**config.mk**
```make
export PLATFORM = sky130hd
export DESIGN_NAME = mux_bus_mem_if
export DESIGN_NICKNAME = d
export VERILOG_FILES = /design/src/rtl/mbi_pkg.sv /design/src/rtl/mbi_sync.sv /design/src/rtl/mbi_addr_latch.sv /design/src/rtl/mbi_decode.sv /design/src/rtl/mux_bus_mem_if.sv
export SDC_FILE = /design/constraint.sdc
export NUM_CORES = 1
export LEC_CHECK = 0
export ABC_AREA = 1
export BUFFER_PORTS_ARGS = -buffer_cell sky130_fd_sc_hd__clkbuf_2
export CORE_MARGIN = 2
export CORE_UTILIZATION = 46
export DETAILED_ROUTE_END_ITERATION = 10
export GPL_TIMING_DRIVEN = 0
export PLACE_DENSITY = 0.74
export SKIP_CTS_REPAIR_TIMING = 1
export SYNTH_ARGS = -nofsm -noshare
export SYNTH_HDL_FRONTEND = slang
export SYNTH_SLANG_ARGS = --single-unit
export TNS_END_PERCENT = 10
```
**constraint.sdc**
```tcl
create_clock -name clk -period 1.24 [get_ports clk]
set_clock_uncertainty 0.15 [all_clocks]
set_input_delay 0.248 -clock clk [delete_from_list [all_inputs] [get_ports clk]]
set_output_delay 0.248 -clock clk [all_outputs]
set_load 0.01 [all_outputs]
```
**src/rtl/mbi_pkg.sv**
```systemverilog
`timescale 1ns/1ps
package mbi_pkg;
  localparam int LO_W_DEF = 8;
  localparam int HI_W_DEF = 7;

  // Synchronized control strobes, in the order they are packed.
  typedef struct packed {
    logic cs_n;
    logic cs;
    logic fetch_n;
    logic rd_n;
    logic wr_n;
  } strobes_t;

  // Idle values: deselected, all active-low strobes high.
  localparam strobes_t STROBES_IDLE = '{cs_n: 1'b1, cs: 1'b0, fetch_n: 1'b1,
                                        rd_n: 1'b1, wr_n: 1'b1};
endpackage

```
**src/rtl/mbi_sync.sv**
```systemverilog
`timescale 1ns/1ps
module mbi_sync #(
  parameter int           W       = 1,
  parameter int           STAGES  = 2,
  parameter logic [W-1:0] RST_VAL = '0
) (
  input  logic         clk,
  input  logic         rst_n,
  input  logic [W-1:0] d,
  output logic [W-1:0] q
);
  logic [STAGES-1:0][W-1:0] stg_q;
  logic [STAGES-1:0][W-1:0] stg_d;

  always_comb begin
    stg_d[0] = d;
    for (int i = 1; i < STAGES; i++) stg_d[i] = stg_q[i-1];
  end

  always_ff @(posedge clk or negedge rst_n) begin
    if (!rst_n) stg_q <= {STAGES{RST_VAL}};
    else        stg_q <= stg_d;
  end

  assign q = stg_q[STAGES-1];
endmodule

```
**src/rtl/mbi_addr_latch.sv**
```systemverilog
`timescale 1ns/1ps
module mbi_addr_latch #(
  parameter int LO_W   = 8,
  parameter int HI_W   = 7,
  localparam int ADDR_W = LO_W + HI_W
) (
  input  logic              clk,
  input  logic              rst_n,
  input  logic              ale_s,
  input  logic [LO_W-1:0]   lo_s,
  input  logic [HI_W-1:0]   hi_s,
  output logic [ADDR_W-1:0] addr_o
);
  logic [ADDR_W-1:0] live;
  logic [ADDR_W-1:0] held_q;
  logic [ADDR_W-1:0] held_d;

  assign live = {hi_s, lo_s};

  always_comb begin
    held_d = held_q;
    if (ale_s) held_d = live;
  end

  always_ff @(posedge clk or negedge rst_n) begin
    if (!rst_n) held_q <= '0;
    else        held_q <= held_d;
  end

  // Transparent while the strobe is high, frozen after it falls.
  assign addr_o = ale_s ? live : held_q;
endmodule

```
**src/rtl/mbi_decode.sv**
```systemverilog
`timescale 1ns/1ps
module mbi_decode
  import mbi_pkg::*;
(
  input  logic     clk,
  input  logic     rst_n,
  input  strobes_t st,
  output logic     en,
  output logic     rd_active,
  output logic     wr_accept,
  output logic     conflict
);
  logic rd_any;
  logic wr_rise;
  logic wr_n_d_q, wr_n_d_d;
  logic taint_q, taint_d;

  assign en        = ~st.cs_n & st.cs;
  assign rd_any    = ~st.fetch_n | ~st.rd_n;
  assign rd_active = en & rd_any & st.wr_n;
  assign conflict  = en & rd_any & ~st.wr_n;
  assign wr_rise   = st.wr_n & ~wr_n_d_q;
  assign wr_accept = wr_rise & en & ~rd_any & ~taint_q;

  always_comb begin
    wr_n_d_d = st.wr_n;
    taint_d  = taint_q;
    if (wr_rise)       taint_d = 1'b0;
    else if (conflict) taint_d = 1'b1;
  end

  always_ff @(posedge clk or negedge rst_n) begin
    if (!rst_n) begin
      wr_n_d_q <= 1'b1;
      taint_q  <= 1'b0;
    end else begin
      wr_n_d_q <= wr_n_d_d;
      taint_q  <= taint_d;
    end
  end

  // a collision seen in one cycle blocks a write accept in the next.
  p_collision_blocks_r10: assert property (@(posedge clk) disable iff (!rst_n)
    conflict |=> !wr_accept);
endmodule

```
**src/rtl/mux_bus_mem_if.sv**
```systemverilog
`timescale 1ns/1ps
module mux_bus_mem_if
  import mbi_pkg::*;
#(
  parameter int LO_W        = LO_W_DEF,
  parameter int HI_W        = HI_W_DEF,
  parameter int SYNC_STAGES = 2,
  localparam int ADDR_W     = LO_W + HI_W
) (
  input  logic              clk,
  input  logic              rst_n,
  input  logic              ale_i,
  input  logic [LO_W-1:0]   ad_i,
  input  logic [HI_W-1:0]   addr_hi_i,
  input  logic              ce_n_i,
  input  logic              ce_i,
  input  logic              fetch_n_i,
  input  logic              rd_n_i,
  input  logic              wr_n_i,
  output logic [LO_W-1:0]   ad_o,
  output logic              ad_oe_o,
  output logic              standby_o,
  output logic              rd_req_o,
  output logic [ADDR_W-1:0] rd_addr_o,
  input  logic [LO_W-1:0]   rd_data_i,
  output logic              wr_req_o,
  output logic [ADDR_W-1:0] wr_addr_o,
  output logic [LO_W-1:0]   wr_data_o,
  output logic              proto_err_o
);
  localparam int AP_W = ADDR_W + 1;
  localparam int ST_W = $bits(strobes_t);

  // Address path: strobe and bus delayed together so they stay aligned.
  logic [AP_W-1:0] ap_s;
  logic            ale_s;
  logic [HI_W-1:0] hi_s;
  logic [LO_W-1:0] lo_s;

  mbi_sync #(.W(AP_W), .STAGES(SYNC_STAGES), .RST_VAL('0)) u_ap_sync (
    .clk(clk), .rst_n(rst_n), .d({ale_i, addr_hi_i, ad_i}), .q(ap_s));

  assign ale_s = ap_s[AP_W-1];
  assign hi_s  = ap_s[ADDR_W-1:LO_W];
  assign lo_s  = ap_s[LO_W-1:0];

  logic [ST_W-1:0] st_raw_s;
  strobes_t        st_s;

  mbi_sync #(.W(ST_W), .STAGES(SYNC_STAGES), .RST_VAL(STROBES_IDLE)) u_st_sync (
    .clk(clk), .rst_n(rst_n),
    .d({ce_n_i, ce_i, fetch_n_i, rd_n_i, wr_n_i}), .q(st_raw_s));

  assign st_s = strobes_t'(st_raw_s);

  logic [ADDR_W-1:0] addr_cur;

  mbi_addr_latch #(.LO_W(LO_W), .HI_W(HI_W)) u_latch (
    .clk(clk), .rst_n(rst_n), .ale_s(ale_s), .lo_s(lo_s), .hi_s(hi_s),
    .addr_o(addr_cur));

  logic en, rd_active, wr_accept, conflict;

  mbi_decode u_dec (
    .clk(clk), .rst_n(rst_n), .st(st_s), .en(en), .rd_active(rd_active),
    .wr_accept(wr_accept), .conflict(conflict));

  // Output registers.
  logic              oe_q, oe_d;
  logic [LO_W-1:0]   dout_q, dout_d;
  logic              wreq_q, wreq_d;
  logic [ADDR_W-1:0] waddr_q, waddr_d;
  logic [LO_W-1:0]   wdata_q, wdata_d;
  logic              err_q, err_d;

  always_comb begin
    oe_d    = rd_active;
    dout_d  = dout_q;
    wreq_d  = wr_accept;
    waddr_d = waddr_q;
    wdata_d = wdata_q;
    err_d   = err_q | conflict;
    if (rd_active) dout_d = rd_data_i;
    if (wr_accept) begin
      waddr_d = addr_cur;
      wdata_d = lo_s;
    end
  end

  always_ff @(posedge clk or negedge rst_n) begin
    if (!rst_n) begin
      oe_q    <= 1'b0;
      dout_q  <= '0;
      wreq_q  <= 1'b0;
      waddr_q <= '0;
      wdata_q <= '0;
      err_q   <= 1'b0;
    end else begin
      oe_q    <= oe_d;
      dout_q  <= dout_d;
      wreq_q  <= wreq_d;
      waddr_q <= waddr_d;
      wdata_q <= wdata_d;
      err_q   <= err_d;
    end
  end

  assign ad_o        = dout_q;
  assign ad_oe_o     = oe_q;
  assign standby_o   = ~en;
  assign rd_req_o    = rd_active;
  assign rd_addr_o   = addr_cur;
  assign wr_req_o    = wreq_q;
  assign wr_addr_o   = waddr_q;
  assign wr_data_o   = wdata_q;
  assign proto_err_o = err_q;

  // a write request never lasts two cycles.
  p_wr_single_r9: assert property (@(posedge clk) disable iff (!rst_n)
    wr_req_o |=> !wr_req_o);

  // the collision flag never clears on its own.
  p_err_sticky_r10: assert property (@(posedge clk) disable iff (!rst_n)
    proto_err_o |=> proto_err_o);

  // the write address is the one presented in the accepting cycle.
  p_wr_addr_r8: assert property (@(posedge clk) disable iff (!rst_n)
    wr_req_o |-> (wr_addr_o == $past(rd_addr_o)));

  // deselected for two cycles means the lines are not driven.
  p_standby_quiet_r7: assert property (@(posedge clk) disable iff (!rst_n)
    (standby_o && $past(standby_o)) |-> !ad_oe_o);

  // driving the lines and a write request never coincide.
  p_oe_wr_excl_r10: assert property (@(posedge clk) disable iff (!rst_n)
    !(ad_oe_o && wr_req_o));
endmodule

```
### Word-level counts from Yosys, hierarchy flattened

Cells that the tools add are included.
W data, S select, Z words.

| word-level totals | value |
|---|---|
| memory bits (writable) | 0 |
| word-level logic and storage cells | 35 |
| output and inout port bits | 51 |
| bits of input ports | 31 |
| bits in latches | 0 |
| memories | 0 |
| register bits after elaboration | 93 |
| ROM bits | 0 |

| cells by class | value |
|---|---|
| shift operators | 0 |
| equality and inequality tests | 0 |
| $add $sub $neg | 0 |
| reductions and logical operators | 1 |
| $mul | 0 |
| divide/modulo/power cells | 0 |
| multiplexer cells | 3 |
| order comparisons | 0 |
| bitwise logic cells | 18 |

Operators with widths:

| cell | number |
|---|---|
| $mux W15 | 1 |
| $and A1 B1 Y1 | 8 |
| $not A1 Y1 | 8 |
| $mux W1 | 2 |
| $or A1 B1 Y1 | 2 |
| $reduce_bool A2 Y1 | 1 |

### Logic depth before layout (Yosys ltp)

Gate-level depths: netlist of run 1.

| depth | value |
|---|---|
| depth after elaboration | 6 |
| mapped depth | 7 |
| mapped depth without buffers | 6 |

### Hierarchy

From an unflattened synthesis of run 1, not the netlist that was laid out.

| unflattened totals | value |
|---|---|
| cells, all modules | 258 |
| area total of the unflattened synthesis | 3,046.7 µm² |

By module, submodules not included:

| module | area an instance (µm²) | cells each | times used | sequential area each (µm²) |
|---|---|---|---|---|
| mux_bus_mem_if | 1,260.0 | 136 | 1 | 850.8 |
| mbi_sync at u_ap_sync | 800.8 | 32 | 1 | 800.8 |
| mbi_addr_latch | 608.1 | 64 | 1 | 375.4 |
| mbi_sync at u_st_sync | 260.2 | 10 | 1 | 260.2 |
| mbi_decode | 117.6 | 16 | 1 | 51.3 |

### Worst setup path after synthesis of run 1

Ideal clock, no wire load.

| timing path | value |
|---|---|
| path type | register to output |
| start point | reg u_st_sync.stg_q, in the netlist u_st_sync.q[0] |
| end point | out rd_req_o |
| path buffers | 1 |
| cell stages (with the launch flop) | 4 |
| slack | -0.145 ns |
| arrival | 0.987 ns |
| required time | 0.842 ns |
| cells stage by stage | dfstp_2 buf_2 nand3_2 inv_1 |

| between the ends | value |
|---|---|
| word-level cells in the longest chain between the ends | 1 |

RTL lines:

| item | line | source |
|---|---|---|
| start, declared | mbi_sync.sv:12 | `logic [STAGES-1:0][W-1:0] stg_q;` |
| start signal, assigned | mbi_sync.sv:21 | `if (!rst_n) stg_q <= {STAGES{RST_VAL}};` |
| start signal, assigned | mbi_sync.sv:22 | `else stg_q <= stg_d;` |
| $and A1 B1 Y1 | mbi_decode.sv:20 | `assign rd_active = en & rd_any & st.wr_n;` |
| end, declared | mux_bus_mem_if.sv:23 | `output logic rd_req_o,` |

No other way between the ends.

### Worst setup path in the final report of run 1

Same ends and word-level chain as after synthesis.

==> results of run 1 <==
## Yosys cell counts
master / count / area (µm²)
a21oi_1: 1 / 5.000
clkbuf_2: 1 / 5.000
inv_2: 2 / 7.510
inv_1: 8 / 30.03
buf_4: 3 / 22.52
nand2_2: 2 / 12.51
buf_2: 7 / 35.03
nor2_1: 3 / 11.26
nor2_2: 1 / 6.260
nand4_1: 8 / 50.05
dfstp_2: 9 / 236.5
nor2_4: 1 / 11.26
dfrtp_1: 84 / 2102
nand3_2: 1 / 10.01
nand3_1: 24 / 120.1
nand2_1: 110 / 412.9
## registers in the layout, summed over array words and instances, names as in the netlist
register	cells
u_ap_sync.q	16
u_ap_sync.stg_d	16
u_latch.held_q	15
wr_addr_o	15
ad_o	8
wr_data_o	8
u_st_sync.q	5
u_st_sync.stg_d	5
ad_oe_o	1
proto_err_o	1
u_dec.taint_q	1
u_dec.wr_n_d_q	1
wr_req_o	1
## area by class of cell
class | count | area [µm²]
fill | 467 | 1988
clock inverter | 5 | 60.06
tap | 77 | 96.34
sequential | 93 | 2340
multi-input combinational | 151 | 759.5
clock buffer | 11 | 141.4
buffer | 10 | 105.1
inverter | 10 | 42.54
timing repair buffer | 122 | 889.6
## layer usage
layer | up-vias | share of wire [%]
li1 | 1093 | -
met1 | 1079 | 42
met2 | 57 | 51
met3 | 13 | 4.3
met4 | 0 | 2.4
met5 | - | 0
## power by group
group | internal, mW | switching [mW] | leakage, nW
Sequential | 3.34 | 0.155 | 1.12
Combinational | 0.459 | 0.539 | 1.14
Clock | 0.991 | 1.02 | 0.0995
Total | 4.79 | 1.71 | 2.37
## through the flow
stage          instance area [µm²]  TNS (ps)
2_1_floorplan                 3122     -1331
3_3_place_gp                  3623   -116260
3_5_place_dp                  3654     -7738
4_1_cts                       3855    -16270
5_1_grt                       4434    -20220
6_report                      4434    -15500
## kinds of logic (layout without fill, tap and decap cells)
logic type	Yosys count	count (layout)	share of synthesized area, %
simple gates	150	150	20.61
flops	93	93	75.98
buf+inv	21	158	3.252
compound gates	1	1	0.1624
## worst max-delay path: cells and delay by family, from the launching register on
family        cells  cell delay (ps)
simple gates      1              110
flops             1              550
buf+inv           3              350
## worst paths after layout
kind,from,end,slack [ps],depth (start not counted)
max,u_st_sync.q[0],rd_req_o,-510,4
min,rst_n,ad_o[1],-270,1
max reg2reg,u_st_sync.q[0],wr_addr_o[4],-290,7
min reg2reg,u_ap_sync.stg_d[17],u_ap_sync.q[1],200,0
max in group asynchronous,rst_n,u_st_sync.q[2],530,2
min in group clk,rd_data_i[5],ad_o[5],-10,3
==> flow_metrics.py, run 1 <==
metrics = {
    "pwr": {
        "p_leak_nw": 2.366,
        "vdd_ir_drop_max_mv": 0.8177,
        "p_per_area_nw_per_um2": 1466,
        "power_after_layout_mw": 6.503,
    },
    "layout": {
        "layout_commonest_cell": "nand2_1",
        "layoutNonFillerInstCount": 479,
        "antenna-diode-count": 0,
        "finalNetCount": 428,
        "most_frequent_cells_in_the_layout": "89 x nand2_1, 83 x dfrtp_1, 69 x clkbuf_2",
        "postLayoutCoreUtil_pct": 69.04,
        "layout_cells_sized_above_1_pct": 40.55,
        "area.growth.synth_to_final_pct": 44.06,
    },
    "clock_network": {
        "cts.clk_slew.worst_paths_ps": 80,
        "cts-buffers-inserted": 9,
        "cts.sinks": 93,
        "latest_clock_arrival_within_the_worst_skew_pair_ps": 350,
        "root_buffer": "clkbuf_8",
        "htree_levels": 3,
        "cts_tree": "built",
        "cts_buffer_depth": 2,
    },
    "critical_path": {
        "largest_stage_delay_worst_path_ps": 550,
        "required_ps": 840,
        "critical_path_cell_with_the_highest_stage_delay": "dfstp_2",
        "critPathKind": "register to primary output",
        "timing.critical_path.arrival_ps": 1360,
        "worst_setup_path_end_kind": "primary output",
        "crit_path_max_fanout": 10,
        "timing.critical_path.from_type": "register",
        "timing.critical_path.cells": "buf_6, nand3_4, inv_2, clkbuf_2",
    },
    "die": {
        "design.die.area_um2": 7362,
        "die_h_um": 85.80,
        "fp.dieW_um": 85.80,
        "design.portCount": 82,
        "initial_utilization_pct": 47.93,
        "site_rows": 29,
        "core_um2": 6422,
    },
    "placed_design": {
        "placed_cells": 424,
        "placement.setup.worst_slack_ps": -279.4,
        "gp_congestion": 0.7532,
        "dp.final_hpwl_mm": 3.912,
        "numPortBuffers": 81,
    },
    "grt": {
        "global_route_wire_length_before_repair_mm": 9.425,
        "met1_usage_pct": 21.78,
        "use_met2_pct": 27.27,
        "use_met3_pct": 5.101,
        "grt_pass1_vias": 2038,
        "grt_overflow_total": 0,
        "grt_max_degree": 61,
        "grt_antenna_before_repair": 0,
        "global_route.peak_usage_layer": "met2",
        "grt_usage_pct": 17.02,
    },
    "logic_synthesis": {
        "synthesis.area_per_instance_um2": 11.61,
        "synth-warning-count": 0,
        "yosys_register_bits": 93,
        "number_of_instances_in_the_synthesized_netlist": 265,
        "yosysUniqueCellTypes": 16,
        "sequential_area_share_after_synthesis_pct": 75.98,
        "syn-num-nets": 296,
        "synthesized_area_um2": 3078,
    },
    "drt": {
        "antenna_violating_nets_post_route": 0,
        "drt_drc_violations_left": 4,
        "first_iter_violations": 136,
        "post_drt_wl_per_cell_um": 13.40,
        "detail_route.first_pass.iterations": 7,
        "route.detailed.vias_per_inst": 4.681,
        "totalWireLength_mm": 6.420,
        "num_vias": 2242,
    },
    "min_path": {
        "worst_hold_path_type": "input pin to asynchronous set/reset pin",
    },
    "sta": {
        "fmax_mhz": 569.9,
        "relSlewSlack_pct": 67.41,
        "worstMarginPinSlew_ps": 488.9,
        "hold_violations": 34,
        "layout_worst_path_cycle_share_pct": 141.5,
        "report.final.setup_viol": 83,
        "finalCriticalPeriod_ps": 1755,
        "final.setup.worst_slack_ps": -514.8,
        "timing.hold.ws_ps": -273.4,
        "unrepaired_setup_endpoints_after_global_routing": "yes",
        "final-max-slew-violation-count": 0,
    },
    "status": {
        "failed_checks": "design-rule violations, negative hold slack, negative setup slack",
        "outcome": "finished, violations left",
    },
    "run": {
        "max_cap_violations": 0,
    },
}
No activity file was read; power rests on OpenSTA's default activity.
==> inputs of run 2 (changes only) <==
clock period = 1.4 ns   (was 1.24 ns; I/O delays follow)
==> flow_metrics.py, run 2 (same netlist as run 1, synthesis figures left out) <==
metrics = {
    "status": {
        "outcome": "finished, violations left",
        "failed_checks": "design-rule violations, negative hold slack, negative setup slack",
    },
    "pwr": {
        "p_leak_nw": 2.339,
        "power.internal_mw": 4.347,
        "power.switching_mw": 1.523,
        "p_per_area_nw_per_um2": 1344,
        "combinationalPowerShare_pct": 14.5,
        "p_sw_share_pct": 25.95,
        "vdd_ir_drop_max_mv": 0.8542,
        "seqPwrFrac_pct": 52.7,
        "power.clock.fraction_pct": 32.8,
    },
    "drt": {
        "num_vias": 2251,
        "antenna_violating_nets_post_route": 0,
        "post_drt_wl_per_cell_um": 13.56,
        "drt_drc_violations_left": 5,
        "detail_route.first_pass.iterations": 9,
        "route.detailed.vias_per_inst": 4.690,
        "first_iter_violations": 161,
        "totalWireLength_mm": 6.507,
    },
    "grt": {
        "grt_antenna_before_repair": 0,
        "grt_max_degree": 50,
        "grt_pass1_vias": 2043,
        "global_route_wire_length_before_repair_mm": 9.942,
        "grt_usage_pct": 18.07,
        "grt_overflow_total": 0,
    },
    "die": {
        "core_um2": 6422,
        "initial_utilization_pct": 47.93,
        "design.portCount": 82,
        "site_rows": 29,
        "design.die.area_um2": 7362,
        "fp.dieW_um": 85.80,
        "die_h_um": 85.80,
    },
    "clock_network": {
        "root_buffer": "clkbuf_8",
        "cts-buffers-inserted": 9,
        "cts_tree": "built",
        "cts.sinks": 93,
        "htree_levels": 3,
        "cts.clk_slew.worst_paths_ps": 90,
        "latest_clock_arrival_within_the_worst_skew_pair_ps": 360,
        "cts_buffer_depth": 2,
    },
    "critical_path": {
        "timing.critical_path.from_type": "register",
        "crit_path_max_fanout": 8,
        "worst_setup_path_end_kind": "primary output",
        "timing.critical_path.arrival_ps": 1370,
        "required_ps": 970,
        "largest_stage_delay_worst_path_ps": 410,
        "critPathKind": "register to primary output",
        "critical_path_cell_with_the_highest_stage_delay": "dfrtp_1",
        "timing.critical_path.cells": "inv_1, nor2_4, nand3_4, inv_2, buf_6",
    },
    "layout": {
        "layout_cells_sized_above_1_pct": 39.95,
        "layoutNonFillerInstCount": 480,
        "fillers": 507,
        "most_frequent_cells_in_the_layout": "96 x nand2_1, 83 x dfrtp_1, 72 x clkbuf_2",
        "finalNetCount": 429,
        "area.growth.synth_to_final_pct": 41.87,
        "antenna-diode-count": 0,
        "layout_commonest_cell": "nand2_1",
        "final_area_um2": 4367,
    },
    "sta": {
        "final.setup.worst_slack_ps": -398.0,
        "timing.hold.ws_ps": -207.6,
        "layout_worst_path_cycle_share_pct": 128.4,
        "hold_violations": 35,
        "worstMarginPinSlew_ps": 621.8,
        "finalCriticalPeriod_ps": 1798,
        "fmax_mhz": 556.2,
        "report.final.setup_viol": 38,
        "final-max-slew-violation-count": 0,
        "unrepaired_setup_endpoints_after_global_routing": "yes",
        "relSlewSlack_pct": 58.55,
    },
    "run": {
        "max_cap_violations": 0,
    },
    "placed_design": {
        "numPortBuffers": 81,
        "dp.final_hpwl_mm": 4.072,
        "dpl-instance-area_um2": 3610,
        "gp_congestion": 0.7984,
        "placed_cells": 424,
        "placement.setup.worst_slack_ps": -233.4,
    },
    "min_path": {
        "worst_hold_path_type": "input pin to asynchronous set/reset pin",
    },
}
## run 2: cell types whose count changed in the layout (fill, tap and decap cells not counted), sizes merged
cell / change
buf: +2
bufinv: +1
clkinvlp: +2
dlygate4sd3: -4
clkinv: -2
clkbuf: +2
## run 2: metal layers
metal	share of wire (%)	GRT usage [%]
met4	1.6	9.091
met5	0	0
met1	41	24.10
met3	4.3	4.716
met2	53	27.63
## run 2: cell type report
type | count | area (µm²) | share of cell area [%]
Clock buffer | 10 | 127.6 | 2.923
Multi-Input combinational cell | 151 | 716.9 | 16.42
Inverter | 10 | 42.54 | 0.9742
Tap cell | 77 | 96.34 | 2.206
Sequential cell | 93 | 2340 | 53.58
Buffer | 10 | 105.1 | 2.407
Timing Repair Buffer | 123 | 850.8 | 19.48
Clock inverter | 6 | 87.58 | 2.006
## run 2: path summary, 6_finish.rpt
check / startpoint / to / slack, ps / cells past startpoint
max in group asynchronous: rst_n / wr_data_o[6] / 660 / 2
min in group clk: rd_data_i[5] / ad_o[5] / 10 / 3
worst max-delay path: u_st_sync.q[3] / rd_req_o / -400 / 5
worst max register to register: u_st_sync.q[0] / wr_addr_o[10] / -100 / 6
worst min-delay path: rst_n / wr_addr_o[12] / -210 / 1
worst min register to register: u_ap_sync.stg_d[31] / u_ap_sync.q[15] / 200 / 0
## run 2: worst max-delay path: cells and delay by family (launching register included)
family,cells,cell delay (ps)
buf+inv,3,280
flops,1,410
simple gates,2,330
## run 2: per-stage QoR
step	hold WS [ps]	utilization, %	TNS, ps	total power [mW]
detailed placement	184.7	56.20	-5881	3.851
finish	-207.6	67.99	-6887	5.870
floorplan	-165.6	-	0	3.449
CTS	-193.5	59.56	-12760	5.755
global placement	181.7	55.74	-102950	3.803
global route	-167.9	67.99	-10010	6.152
## run 2: power groups by stage
stage	clock (mW)	combinational (mW)	sequential, mW
detailed placement	0	0.712	3.14
global route	2.08	0.952	3.12
global placement	0	0.680	3.12
floorplan	0	0.252	3.20
CTS	1.95	0.714	3.09
finish	1.92	0.852	3.09
==> inputs of run 3 (changes only) <==
SETUP_SLACK_MARGIN = 0.05   (was not set)
==> flow_metrics.py, run 3 (same netlist as run 1, synthesis figures left out) <==
metrics = {
    "grt": {
        "grt_overflow_total": 0,
        "grt_usage_pct": 17.48,
        "grt_pass1_vias": 2051,
        "grt_max_degree": 71,
        "grt_antenna_before_repair": 0,
        "global_route_wire_length_before_repair_mm": 9.646,
    },
    "pwr": {
        "p_sw_share_pct": 26.83,
        "power_after_layout_mw": 5.755,
        "power.clock.fraction_pct": 30.5,
        "seqPwrFrac_pct": 53.9,
        "p_leak_nw": 2.364,
        "combinationalPowerShare_pct": 15.6,
        "power.switching_mw": 1.544,
        "vdd_ir_drop_max_mv": 0.8684,
        "p_per_area_nw_per_um2": 1302,
        "power.internal_mw": 4.211,
    },
    "sta": {
        "fmax_mhz": 566.7,
        "layout_worst_path_cycle_share_pct": 126.0,
        "hold_violations": 0,
        "report.final.setup_viol": 42,
        "final-max-slew-violation-count": 0,
        "finalCriticalPeriod_ps": 1765,
        "final.setup.worst_slack_ps": -364.7,
        "unrepaired_setup_endpoints_after_global_routing": "yes",
        "relSlewSlack_pct": 72.90,
        "worstMarginPinSlew_ps": 405.0,
    },
    "die": {
        "site_rows": 29,
        "initial_utilization_pct": 47.93,
        "design.portCount": 82,
        "design.die.area_um2": 7362,
        "fp.dieW_um": 85.80,
        "core_um2": 6422,
        "die_h_um": 85.80,
    },
    "critical_path": {
        "critPathKind": "register to primary output",
        "timing.reg2reg.worst_path_depth": 5,
        "reg2reg_slack_ps": -220,
        "required_ps": 970,
        "timing.critical_path.from_type": "register",
        "crit_path_max_fanout": 5,
        "timing.critical_path.arrival_ps": 1330,
        "worst_setup_path_end_kind": "primary output",
    },
    "drt": {
        "top_signal_layer_used": "met4",
        "antenna_violating_nets_post_route": 0,
        "post_drt_wl_per_cell_um": 14.03,
        "detail_route.first_pass.iterations": 7,
        "m1WireLength_mm": 2.884,
        "num_vias": 2297,
        "route.met2.wl_mm": 3.506,
        "totalWireLength_mm": 6.778,
        "first_iter_violations": 90,
        "drt_drc_violations_left": 5,
        "met3WireLength_um": 219,
        "route.detailed.vias_per_inst": 4.756,
    },
    "clock_network": {
        "cts_buffer_depth": 2,
        "cts-buffers-inserted": 9,
        "latest_clock_arrival_within_the_worst_skew_pair_ps": 350,
        "cts.clk_slew.worst_paths_ps": 90,
        "root_buffer": "clkbuf_8",
        "cts_tree": "built",
        "cts.sinks": 93,
        "htree_levels": 3,
    },
    "layout": {
        "fillers": 496,
        "area.growth.synth_to_final_pct": 43.66,
        "finalNetCount": 432,
        "most_frequent_cells_in_the_layout": "89 x nand2_1, 83 x dfrtp_1, 60 x clkbuf_2",
        "layout_commonest_cell": "nand2_1",
        "antenna-diode-count": 0,
        "layout_cells_sized_above_1_pct": 41.63,
    },
    "placed_design": {
        "gp_congestion": 0.7600,
        "placement.setup.worst_slack_ps": -219.2,
        "numPortBuffers": 81,
        "dp.final_hpwl_mm": 3.994,
    },
    "status": {
        "failed_checks": "design-rule violations, negative setup slack",
        "outcome": "finished, violations left",
    },
    "min_path": {
        "worst_hold_path_type": "input pin to register",
        "holdPathStages": 3,
    },
    "run": {
        "max_cap_violations": 0,
    },
}
## run 3: changes by cell type in the layout (fill, tap and decap cells not counted), moves of 2 or more
cell and delta:
clkbuf_2 -12, buf_2 +9, nand2_1 -7, nand2_4 +5
buf_6 +4, clkinv_4 +3, nor2_4 -3, nand2_2 +2
nor2_1 +2
## run 3: metrics by stage
stage / TNS (ps) / area (µm²) / hold WS [ps] / cells / util [%]
finish: -9742 / 4422 / 22.42 / 483 / 68.85
global route: -13850 / 4422 / 10.76 / 483 / 68.85
CTS: -12610 / 3820 / -297.6 / 440 / 59.48
detailed placement: -5829 / 3620 / 88.34 / 424 / 56.36
global placement: -101590 / 3590 / 181.3 / 423 / 55.89
floorplan: 0 / 3088 / -165.6 / 265 / -
## run 3: power groups by stage
stage,registers [mW],clock network (mW),logic (mW)
floorplan,3.20,0,0.255
global placement,3.12,0,0.681
detailed placement,3.14,0,0.711
CTS,3.09,1.80,0.715
global route,3.13,1.93,0.997
finish,3.10,1.76,0.899
## run 3: layout make-up
class | count | area, µm² | share of cell area, %
buffer | 10 | 83.83 | 1.896
clock buffer | 9 | 123.9 | 2.801
clock inverter | 7 | 76.32 | 1.726
inverter | 10 | 42.54 | 0.9621
multi-input combinational | 151 | 739.5 | 16.72
sequential | 93 | 2340 | 52.91
tap | 77 | 96.34 | 2.179
timing repair buffer | 126 | 919.6 | 20.80
## run 3: critical path: stages (launching register included)
cell      delay, ps
dfstp_2         570
buf_6           120
nand3_4         100
inv_2            70
clkbuf_2        120
## run 3: per-layer routing
layer	up-vias	GRT usage (%)
met5	-	0
li1	1107	-
met3	18	4.042
met4	0	10.10
met2	56	26.42
met1	1116	23.39
## run 3: worst paths after layout
check | from | end
setup / recovery | u_st_sync.q[0] | rd_req_o
hold / removal | rd_data_i[1] | ad_o[1]
setup reg to reg | u_st_sync.q[1] | wr_data_o[3]
hold reg to reg | u_ap_sync.stg_d[18] | u_ap_sync.q[2]
max in group asynchronous | rst_n | u_st_sync.stg_d[6]
min in group asynchronous | rst_n | ad_o[3]
